## config.mk

```make
export PLATFORM = sky130hd
export DESIGN_NAME = fb_scanout
export DESIGN_NICKNAME = d
export VERILOG_FILES = /design/src/rtl/fbs_pkg.sv /design/src/rtl/fbs_regs.sv /design/src/rtl/fbs_timing.sv /design/src/rtl/fbs_fetch.sv /design/src/rtl/fbs_pixout.sv /design/src/rtl/fb_scanout.sv
export SDC_FILE = /design/constraint.sdc
export NUM_CORES = 1
export LEC_CHECK = 0
export BUFFER_PORTS_ARGS = -buffer_cell sky130_fd_sc_hd__buf_2
export CORE_UTILIZATION = 54
export CTS_BUF_LIST = sky130_fd_sc_hd__clkbuf_8
export DETAILED_ROUTE_END_ITERATION = 10
export HOLD_SLACK_MARGIN = 0.1
export PLACE_DENSITY = 0.83
export SLEW_MARGIN = 0
export SYNTH_ARGS = -nofsm -noshare
export SYNTH_HDL_FRONTEND = slang
export SYNTH_SLANG_ARGS = --single-unit
```

## constraint.sdc

```tcl
create_clock -name clk_i -period 5.8 [get_ports clk_i]
set_clock_uncertainty 0.15 [all_clocks]
set_input_delay 0.58 -clock clk_i [delete_from_list [all_inputs] [get_ports clk_i]]
set_output_delay 0.58 -clock clk_i [all_outputs]
set_load 0.01 [all_outputs]
```

## src/rtl/fbs_pkg.sv

```systemverilog
package fbs_pkg;
  typedef struct packed {
    logic rot;
    logic en;
  } fbs_ctrl_t;

  localparam int unsigned FBS_WORD_BYTES = 4;
endpackage

```

## src/rtl/fbs_regs.sv

```systemverilog
module fbs_regs
  import fbs_pkg::*;
#(
  parameter int unsigned AW       = 32,
  parameter int unsigned BASE_LSB = 21
) (
  input  logic          clk_i,
  input  logic          rst_ni,
  input  logic          we_i,
  input  logic          addr_i,
  input  logic [AW-1:0] wdata_i,
  input  logic          frame_tick_i,
  output logic [AW-1:0] base_o,
  output fbs_ctrl_t     ctrl_o
);
  localparam logic [AW-1:0] BASE_MASK = ~((AW'(1) << BASE_LSB) - AW'(1));

  logic [AW-1:0] base_stg_q;
  fbs_ctrl_t     ctrl_stg_q;

  always_ff @(posedge clk_i or negedge rst_ni) begin
    if (!rst_ni) begin
      base_stg_q <= '0;
      ctrl_stg_q <= '0;
    end else if (we_i) begin
      if (addr_i) ctrl_stg_q <= fbs_ctrl_t'(wdata_i[1:0]);
      else        base_stg_q <= wdata_i & BASE_MASK;
    end
  end

  // working set swaps only at vsync start
  always_ff @(posedge clk_i or negedge rst_ni) begin
    if (!rst_ni) begin
      base_o <= '0;
      ctrl_o <= '0;
    end else if (frame_tick_i) begin
      base_o <= base_stg_q;
      ctrl_o <= ctrl_stg_q;
    end
  end

  a_r9_hold_mid_frame: assert property (@(posedge clk_i) disable iff (!rst_ni)
    !frame_tick_i |=> ($stable(base_o) && $stable(ctrl_o)));
endmodule

```

## src/rtl/fbs_timing.sv

```systemverilog
module fbs_timing #(
  parameter int unsigned H_ACT  = 640,
  parameter int unsigned H_FP   = 16,
  parameter int unsigned H_SYNC = 96,
  parameter int unsigned H_BP   = 48,
  parameter int unsigned V_ACT  = 480,
  parameter int unsigned V_FP   = 10,
  parameter int unsigned V_SYNC = 2,
  parameter int unsigned V_BP   = 33,
  localparam int unsigned H_TOT = H_ACT + H_FP + H_SYNC + H_BP,
  localparam int unsigned V_TOT = V_ACT + V_FP + V_SYNC + V_BP,
  localparam int unsigned HW    = $clog2(H_TOT),
  localparam int unsigned VW    = $clog2(V_TOT)
) (
  input  logic          clk_i,
  input  logic          rst_ni,
  output logic [HW-1:0] hcnt_o,
  output logic [VW-1:0] vcnt_o,
  output logic          active_o,
  output logic          hs_n_o,
  output logic          vs_n_o,
  output logic          frame_tick_o
);
  localparam int unsigned HS_BEG = H_ACT + H_FP;
  localparam int unsigned VS_BEG = V_ACT + V_FP;

  always_ff @(posedge clk_i or negedge rst_ni) begin
    if (!rst_ni) begin
      hcnt_o <= '0;
      vcnt_o <= '0;
    end else if (hcnt_o == HW'(H_TOT - 1)) begin
      hcnt_o <= '0;
      vcnt_o <= (vcnt_o == VW'(V_TOT - 1)) ? '0 : vcnt_o + VW'(1);
    end else begin
      hcnt_o <= hcnt_o + HW'(1);
    end
  end

  always_comb begin
    active_o     = (hcnt_o < HW'(H_ACT)) && (vcnt_o < VW'(V_ACT));
    hs_n_o       = !((hcnt_o >= HW'(HS_BEG)) && (hcnt_o < HW'(HS_BEG + H_SYNC)));
    vs_n_o       = !((vcnt_o >= VW'(VS_BEG)) && (vcnt_o < VW'(VS_BEG + V_SYNC)));
    frame_tick_o = (hcnt_o == '0) && (vcnt_o == VW'(VS_BEG));
  end

  a_r2_vs_in_blank: assert property (@(posedge clk_i) disable iff (!rst_ni)
    !vs_n_o |-> !active_o);
  a_r2_hs_in_blank: assert property (@(posedge clk_i) disable iff (!rst_ni)
    !hs_n_o |-> !active_o);
endmodule

```

## src/rtl/fbs_fetch.sv

```systemverilog
module fbs_fetch
  import fbs_pkg::*;
#(
  parameter int unsigned AW         = 32,
  parameter int unsigned H_ACT      = 640,
  parameter int unsigned V_ACT      = 480,
  parameter int unsigned ROW_STRIDE = 1024,
  parameter int unsigned HW         = 10,
  parameter int unsigned VW         = 10
) (
  input  logic          clk_i,
  input  logic          rst_ni,
  input  logic [HW-1:0] hcnt_i,
  input  logic [VW-1:0] vcnt_i,
  input  logic          active_i,
  input  logic [AW-1:0] base_i,
  input  fbs_ctrl_t     ctrl_i,
  output logic          req_o,
  output logic [AW-1:0] addr_o
);
  logic [AW-1:0] row_w, col_w, word_w;

  always_comb begin
    if (ctrl_i.rot) begin
      row_w = AW'(V_ACT - 1) - AW'(vcnt_i);
      col_w = AW'(H_ACT - 1) - AW'(hcnt_i);
    end else begin
      row_w = AW'(vcnt_i);
      col_w = AW'(hcnt_i);
    end
    word_w = row_w * AW'(ROW_STRIDE) + col_w;
    addr_o = base_i + (word_w << $clog2(FBS_WORD_BYTES));
    req_o  = active_i && ctrl_i.en;
  end

  logic [AW-1:0] chk_off;
  assign chk_off = (addr_o - base_i) >> $clog2(FBS_WORD_BYTES);

  a_r4_col_visible: assert property (@(posedge clk_i) disable iff (!rst_ni)
    req_o |-> ((chk_off % AW'(ROW_STRIDE)) < AW'(H_ACT)));
  a_r3_first_normal: assert property (@(posedge clk_i) disable iff (!rst_ni)
    (req_o && !ctrl_i.rot && hcnt_i == '0 && vcnt_i == '0) |-> addr_o == base_i);
  a_r6_first_rot: assert property (@(posedge clk_i) disable iff (!rst_ni)
    (req_o && ctrl_i.rot && hcnt_i == '0 && vcnt_i == '0) |->
      addr_o == base_i + AW'(((V_ACT - 1) * ROW_STRIDE + H_ACT - 1) * FBS_WORD_BYTES));
endmodule

```

## src/rtl/fbs_pixout.sv

```systemverilog
module fbs_pixout #(
  parameter int unsigned MEM_LAT = 2
) (
  input  logic        clk_i,
  input  logic        rst_ni,
  input  logic        de_i,
  input  logic        hs_n_i,
  input  logic        vs_n_i,
  input  logic [31:0] rdata_i,
  output logic        de_o,
  output logic        hs_n_o,
  output logic        vs_n_o,
  output logic [7:0]  red_o,
  output logic [7:0]  green_o,
  output logic [7:0]  blue_o
);
  localparam logic [2:0] IDLE = 3'b011; // {de, hs_n, vs_n}

  logic [2:0] stg_q [MEM_LAT];
  logic       unused_alpha;
  assign unused_alpha = ^rdata_i[31:24];

  for (genvar g = 0; g < MEM_LAT; g++) begin : g_stage
    always_ff @(posedge clk_i or negedge rst_ni) begin
      if (!rst_ni)     stg_q[g] <= IDLE;
      else if (g == 0) stg_q[g] <= {de_i, hs_n_i, vs_n_i};
      else             stg_q[g] <= stg_q[(g == 0) ? 0 : g - 1];
    end
  end

  always_ff @(posedge clk_i or negedge rst_ni) begin
    if (!rst_ni) begin
      {de_o, hs_n_o, vs_n_o} <= IDLE;
      {red_o, green_o, blue_o} <= '0;
    end else begin
      {de_o, hs_n_o, vs_n_o} <= stg_q[MEM_LAT-1];
      {red_o, green_o, blue_o} <= stg_q[MEM_LAT-1][2] ? rdata_i[23:0] : 24'h0;
    end
  end

  a_r8_blank_black: assert property (@(posedge clk_i) disable iff (!rst_ni)
    !de_o |-> ({red_o, green_o, blue_o} == 24'h0));
endmodule

```

## src/rtl/fb_scanout.sv

```systemverilog
module fb_scanout
  import fbs_pkg::*;
#(
  parameter int unsigned AW         = 32,
  parameter int unsigned BASE_LSB   = 21,
  parameter int unsigned H_ACT      = 640,
  parameter int unsigned H_FP       = 16,
  parameter int unsigned H_SYNC     = 96,
  parameter int unsigned H_BP       = 48,
  parameter int unsigned V_ACT      = 480,
  parameter int unsigned V_FP       = 10,
  parameter int unsigned V_SYNC     = 2,
  parameter int unsigned V_BP       = 33,
  parameter int unsigned ROW_STRIDE = 1024,
  parameter int unsigned MEM_LAT    = 2
) (
  input  logic          clk_i,
  input  logic          rst_ni,
  input  logic          reg_we_i,
  input  logic          reg_addr_i,
  input  logic [AW-1:0] reg_wdata_i,
  output logic          mem_req_o,
  output logic [AW-1:0] mem_addr_o,
  input  logic [31:0]   mem_rdata_i,
  output logic          hsync_no,
  output logic          vsync_no,
  output logic          de_o,
  output logic [7:0]    red_o,
  output logic [7:0]    green_o,
  output logic [7:0]    blue_o
);
  localparam int unsigned HW = $clog2(H_ACT + H_FP + H_SYNC + H_BP);
  localparam int unsigned VW = $clog2(V_ACT + V_FP + V_SYNC + V_BP);

  logic [HW-1:0] hcnt;
  logic [VW-1:0] vcnt;
  logic          active, hs_n, vs_n, frame_tick;
  logic [AW-1:0] base;
  fbs_ctrl_t     ctrl;

  fbs_regs #(.AW(AW), .BASE_LSB(BASE_LSB)) u_regs (
    .clk_i, .rst_ni,
    .we_i(reg_we_i), .addr_i(reg_addr_i), .wdata_i(reg_wdata_i),
    .frame_tick_i(frame_tick), .base_o(base), .ctrl_o(ctrl)
  );

  fbs_timing #(
    .H_ACT(H_ACT), .H_FP(H_FP), .H_SYNC(H_SYNC), .H_BP(H_BP),
    .V_ACT(V_ACT), .V_FP(V_FP), .V_SYNC(V_SYNC), .V_BP(V_BP)
  ) u_timing (
    .clk_i, .rst_ni,
    .hcnt_o(hcnt), .vcnt_o(vcnt), .active_o(active),
    .hs_n_o(hs_n), .vs_n_o(vs_n), .frame_tick_o(frame_tick)
  );

  fbs_fetch #(
    .AW(AW), .H_ACT(H_ACT), .V_ACT(V_ACT), .ROW_STRIDE(ROW_STRIDE), .HW(HW), .VW(VW)
  ) u_fetch (
    .clk_i, .rst_ni,
    .hcnt_i(hcnt), .vcnt_i(vcnt), .active_i(active),
    .base_i(base), .ctrl_i(ctrl),
    .req_o(mem_req_o), .addr_o(mem_addr_o)
  );

  fbs_pixout #(.MEM_LAT(MEM_LAT)) u_pixout (
    .clk_i, .rst_ni,
    .de_i(active && ctrl.en), .hs_n_i(hs_n), .vs_n_i(vs_n), .rdata_i(mem_rdata_i),
    .de_o, .hs_n_o(hsync_no), .vs_n_o(vsync_no),
    .red_o, .green_o, .blue_o
  );

  a_r8_no_fetch_when_off: assert property (@(posedge clk_i) disable iff (!rst_ni)
    !ctrl.en |-> !mem_req_o);
endmodule

```

==> metrics <==
PD cells=191 mW/mm²; vias post-DR=roughly 3200; Worst EP arrival=4.68 ns; RSZ-0062 raised after global routing=false; DRT Wirelength=between 8000 and 9000 µm; post-synth top area cell=dfrtp_1; kind of critical path=register to primary output; largest net degree at the start of global routing=80; Yosys reg bits=79; synthesized instance count=407; number of diodes=0; Async S/R FF share, synth=100%; post-synthesis sequential area ratio=45.5%; Seq. cell area=0.00198 mm²; total power=0.000971 W; starting DRC count in detailed routing=186; Max Clk Rate=~180 MHz; worst vdd ir=0.000217 V; WL/cell=approximately 14 µm; post-synth cell types=55; area of the multi-input gates=0.00226 mm²; Yosys warnings=0; vias in the first global route=3186; CP max FO=11; Worst setup SP type=register; Ports=128; Final TNS setup=0 ns; deepest clock path buffer count=2; worst slack, placed=0.497 ns; grt total ovfl=0; Post-synth EDFFs=0; starting density of the core=56.1%; DP Area=0.00491 mm²; Setup Viol. Count Final=0; LEAKAGE=2.73 nW; vias per inst=about 5.3; Pre-antenna DRT Iters=4; outcome=finished clean; number of clock sinks=79; CORE AREA=around 0.0078 mm²; largest cells by area after synthesis=dfrtp_1, ha_1, mux2_2, xor2_1, xnor2_1; final worst slack=0.391 ns; layout cell share with drive strength beyond 1=31.3%; most numerous cell in the Yosys netlist=dfrtp_1; Residual DRC=0; CTS tree=yes; Hold Path Class=register to register; Worst EP required=5.07 ns; Worst slew margin=roughly 36%; syn avg cell area=10.7 µm²; worst skew pair latency=approximately 0.35 ns; Port Buffers=between 90 and 100; Die Height=approximately 90 µm; Final Cycle Share=93.3%; total track usage=22.4%; Clock Pin Slew Worst Setup and Hold Paths=around 0.080 ns; GPL Wtd Cong=0.869; Synth Cell Area=0.00436 mm²; Max Slew Vio Count=0; Slew @ Worst Pin=0.963 ns; DP HPWL=around 6600 µm; initial antenna violation count=0; first-pass GRT wire length=around 15000 µm; Inserted Clock Buffers=9; die footprint=approximately 0.0084 mm²; die width=91.8 µm; Max H-tree Level=3; most frequent cells after synthesis=dfrtp_1, nor2_1, ha_1; net count reported at finish=603; top cell type's share of synthesized area=41.9%; # hold bufs at CTS=0; CTS root buf=clkbuf_8; Crit. End Element=primary output; Filler cells=607; final hold vios=0; Detail Route Antenna Nets=0; crit path time final=5.41 ns; Post-synth top flop=dfrtp_1; Design Area, Final=about 0.0051 mm²; Site Rows=32; Layout Area Growth over Synthesis=16.9%; max_cap viols=0
==> kinds of logic after synthesis <==
kind of cell    after synthesis  share of synthesized area, %
xor+xnor                     41                          8.24
fa+ha+maj                    32                          9.53
compound gates               69                          10.5
buf+inv                      27                          2.87
mux                          27                          6.95
flops                        79                          45.5
simple gates                131                          16.3
other cells                   1                        0.0861
==> metal layers <==
layer  up-vias  part of all wire (%)  routed length [µm]  track usage, %
li1       1620                     -                   -               -
met1      1543                    44                3900            28.5
met2        71                    50                4380            38.2
met3        10                   4.4                 384            4.56
met4         0                   1.6                 138            7.68
met5         -                     0                   0               0
==> repair_timing <==
action / CTS / global route
endpoints found under the hold margin: 0 / 0
endpoints found under the setup margin: 0 / 4
setup buffers: 0 / 0
gates resized for setup: 0 / 4
==> state kept, by name, indices dropped and copies added, names as in the netlist <==
signal,flops
u_regs.base_stg_q,11
u_timing.hcnt_o,10
u_pixout.stg_q,6
u_pixout.blue_o,8
u_pixout.de_o,1
u_pixout.red_o,8
u_regs.ctrl_o,2
u_regs.base_o,11
u_pixout.green_o,8
u_pixout.vs_n_o,1
u_regs.ctrl_stg_q,2
u_timing.vcnt_o,10
u_pixout.hs_n_o,1
==> layout by cell type (no fill, tap or decap), drive strengths merged, types with 3 or more instances in the layout <==
cell	synthesis	routed
nand4	4	4
o21a	4	4
nor2b	4	4
nand2	20	20
nor2	33	33
mux2	26	26
a21oi	14	14
clkinv	0	5
clkbuf	5	9
dfrtp	73	73
a21o	6	6
buf	11	100
nor3	12	12
o21ai	17	17
nand2b	5	5
a31oi	3	3
o31ai	9	9
inv	11	12
nand3	11	11
and2	25	25
o21bai	3	3
xor2	22	22
ha	30	30
xnor2	19	19
nor4	3	3
dfstp	6	6
==> worst paths after layout <==
check / from / end / slack, ns / depth (start not counted)
max: u_timing.hcnt_o[7]$_DFF_PN0_ / mem_addr_o[31] / 0.39 / 17
min: u_pixout.stg_q[1]$_DFF_PN1_ / u_pixout.hs_n_o$_DFF_PN1_ / 0.21 / 0
max reg2reg: u_timing.vcnt_o[4]$_DFFE_PN0N_ / u_regs.ctrl_o[0]$_DFFE_PN0P_ / 3.39 / 4
min reg2reg: u_pixout.stg_q[1]$_DFF_PN1_ / u_pixout.hs_n_o$_DFF_PN1_ / 0.21 / 0
max in group asynchronous: rst_ni / u_pixout.stg_q[2]$_DFF_PN0_ / 4.65 / 1
min in group asynchronous: rst_ni / u_timing.vcnt_o[3]$_DFFE_PN0N_ / 0.22 / 1
==> power breakdown <==
part | internal [W] | leakage, nW | switching [W] | total, W
clock network | 0.000156 | 0.0894 | 0.000204 | 0.000360
logic | 0.0000209 | 1.60 | 0.0000196 | 0.0000405
registers | 0.000564 | 1.04 | 0.00000680 | 0.000571
==> stage by stage <==
| stage | util (%) | hold slack [ns] | std cells |
|---|---|---|---|
| 2_1_floorplan | - | 0.134 | 408 |
| 3_3_place_gp | 63.3 | 0.183 | 594 |
| 3_5_place_dp | 63.3 | 0.197 | 594 |
| 4_1_cts | 65.5 | 0.209 | 610 |
| 5_1_grt | 65.6 | 0.212 | 610 |
| 6_report | 65.6 | 0.206 | 610 |
==> critical path: stages (launching register included) <==
cell and delay (ns):
dfrtp_1 0.48, o21ai_1 0.25, nor2_1 0.10, buf_4 0.19, ha_1 0.35, o21ai_0 0.13, o21a_1 0.22, nor3_1 0.52
nor2_1 0.14, xnor2_1 0.16, ha_1 0.21, fa_1 0.43, a211oi_1 0.25, nor2_1 0.13, o21a_1 0.24, o311ai_2 0.23
xor2_1 0.17, buf_2 0.15
==> cell type report <==
type                            count  share of cell area [%]
Multi-Input combinational cell    302                    44.4
Tap cell                          102                    2.50
Clock buffer                        9                    2.43
Timing Repair Buffer              100                    9.97
Sequential cell                    79                    38.9
Clock inverter                      7                   0.958
Inverter                           11                   0.810
No activity file was read; power rests on OpenSTA's default activity.
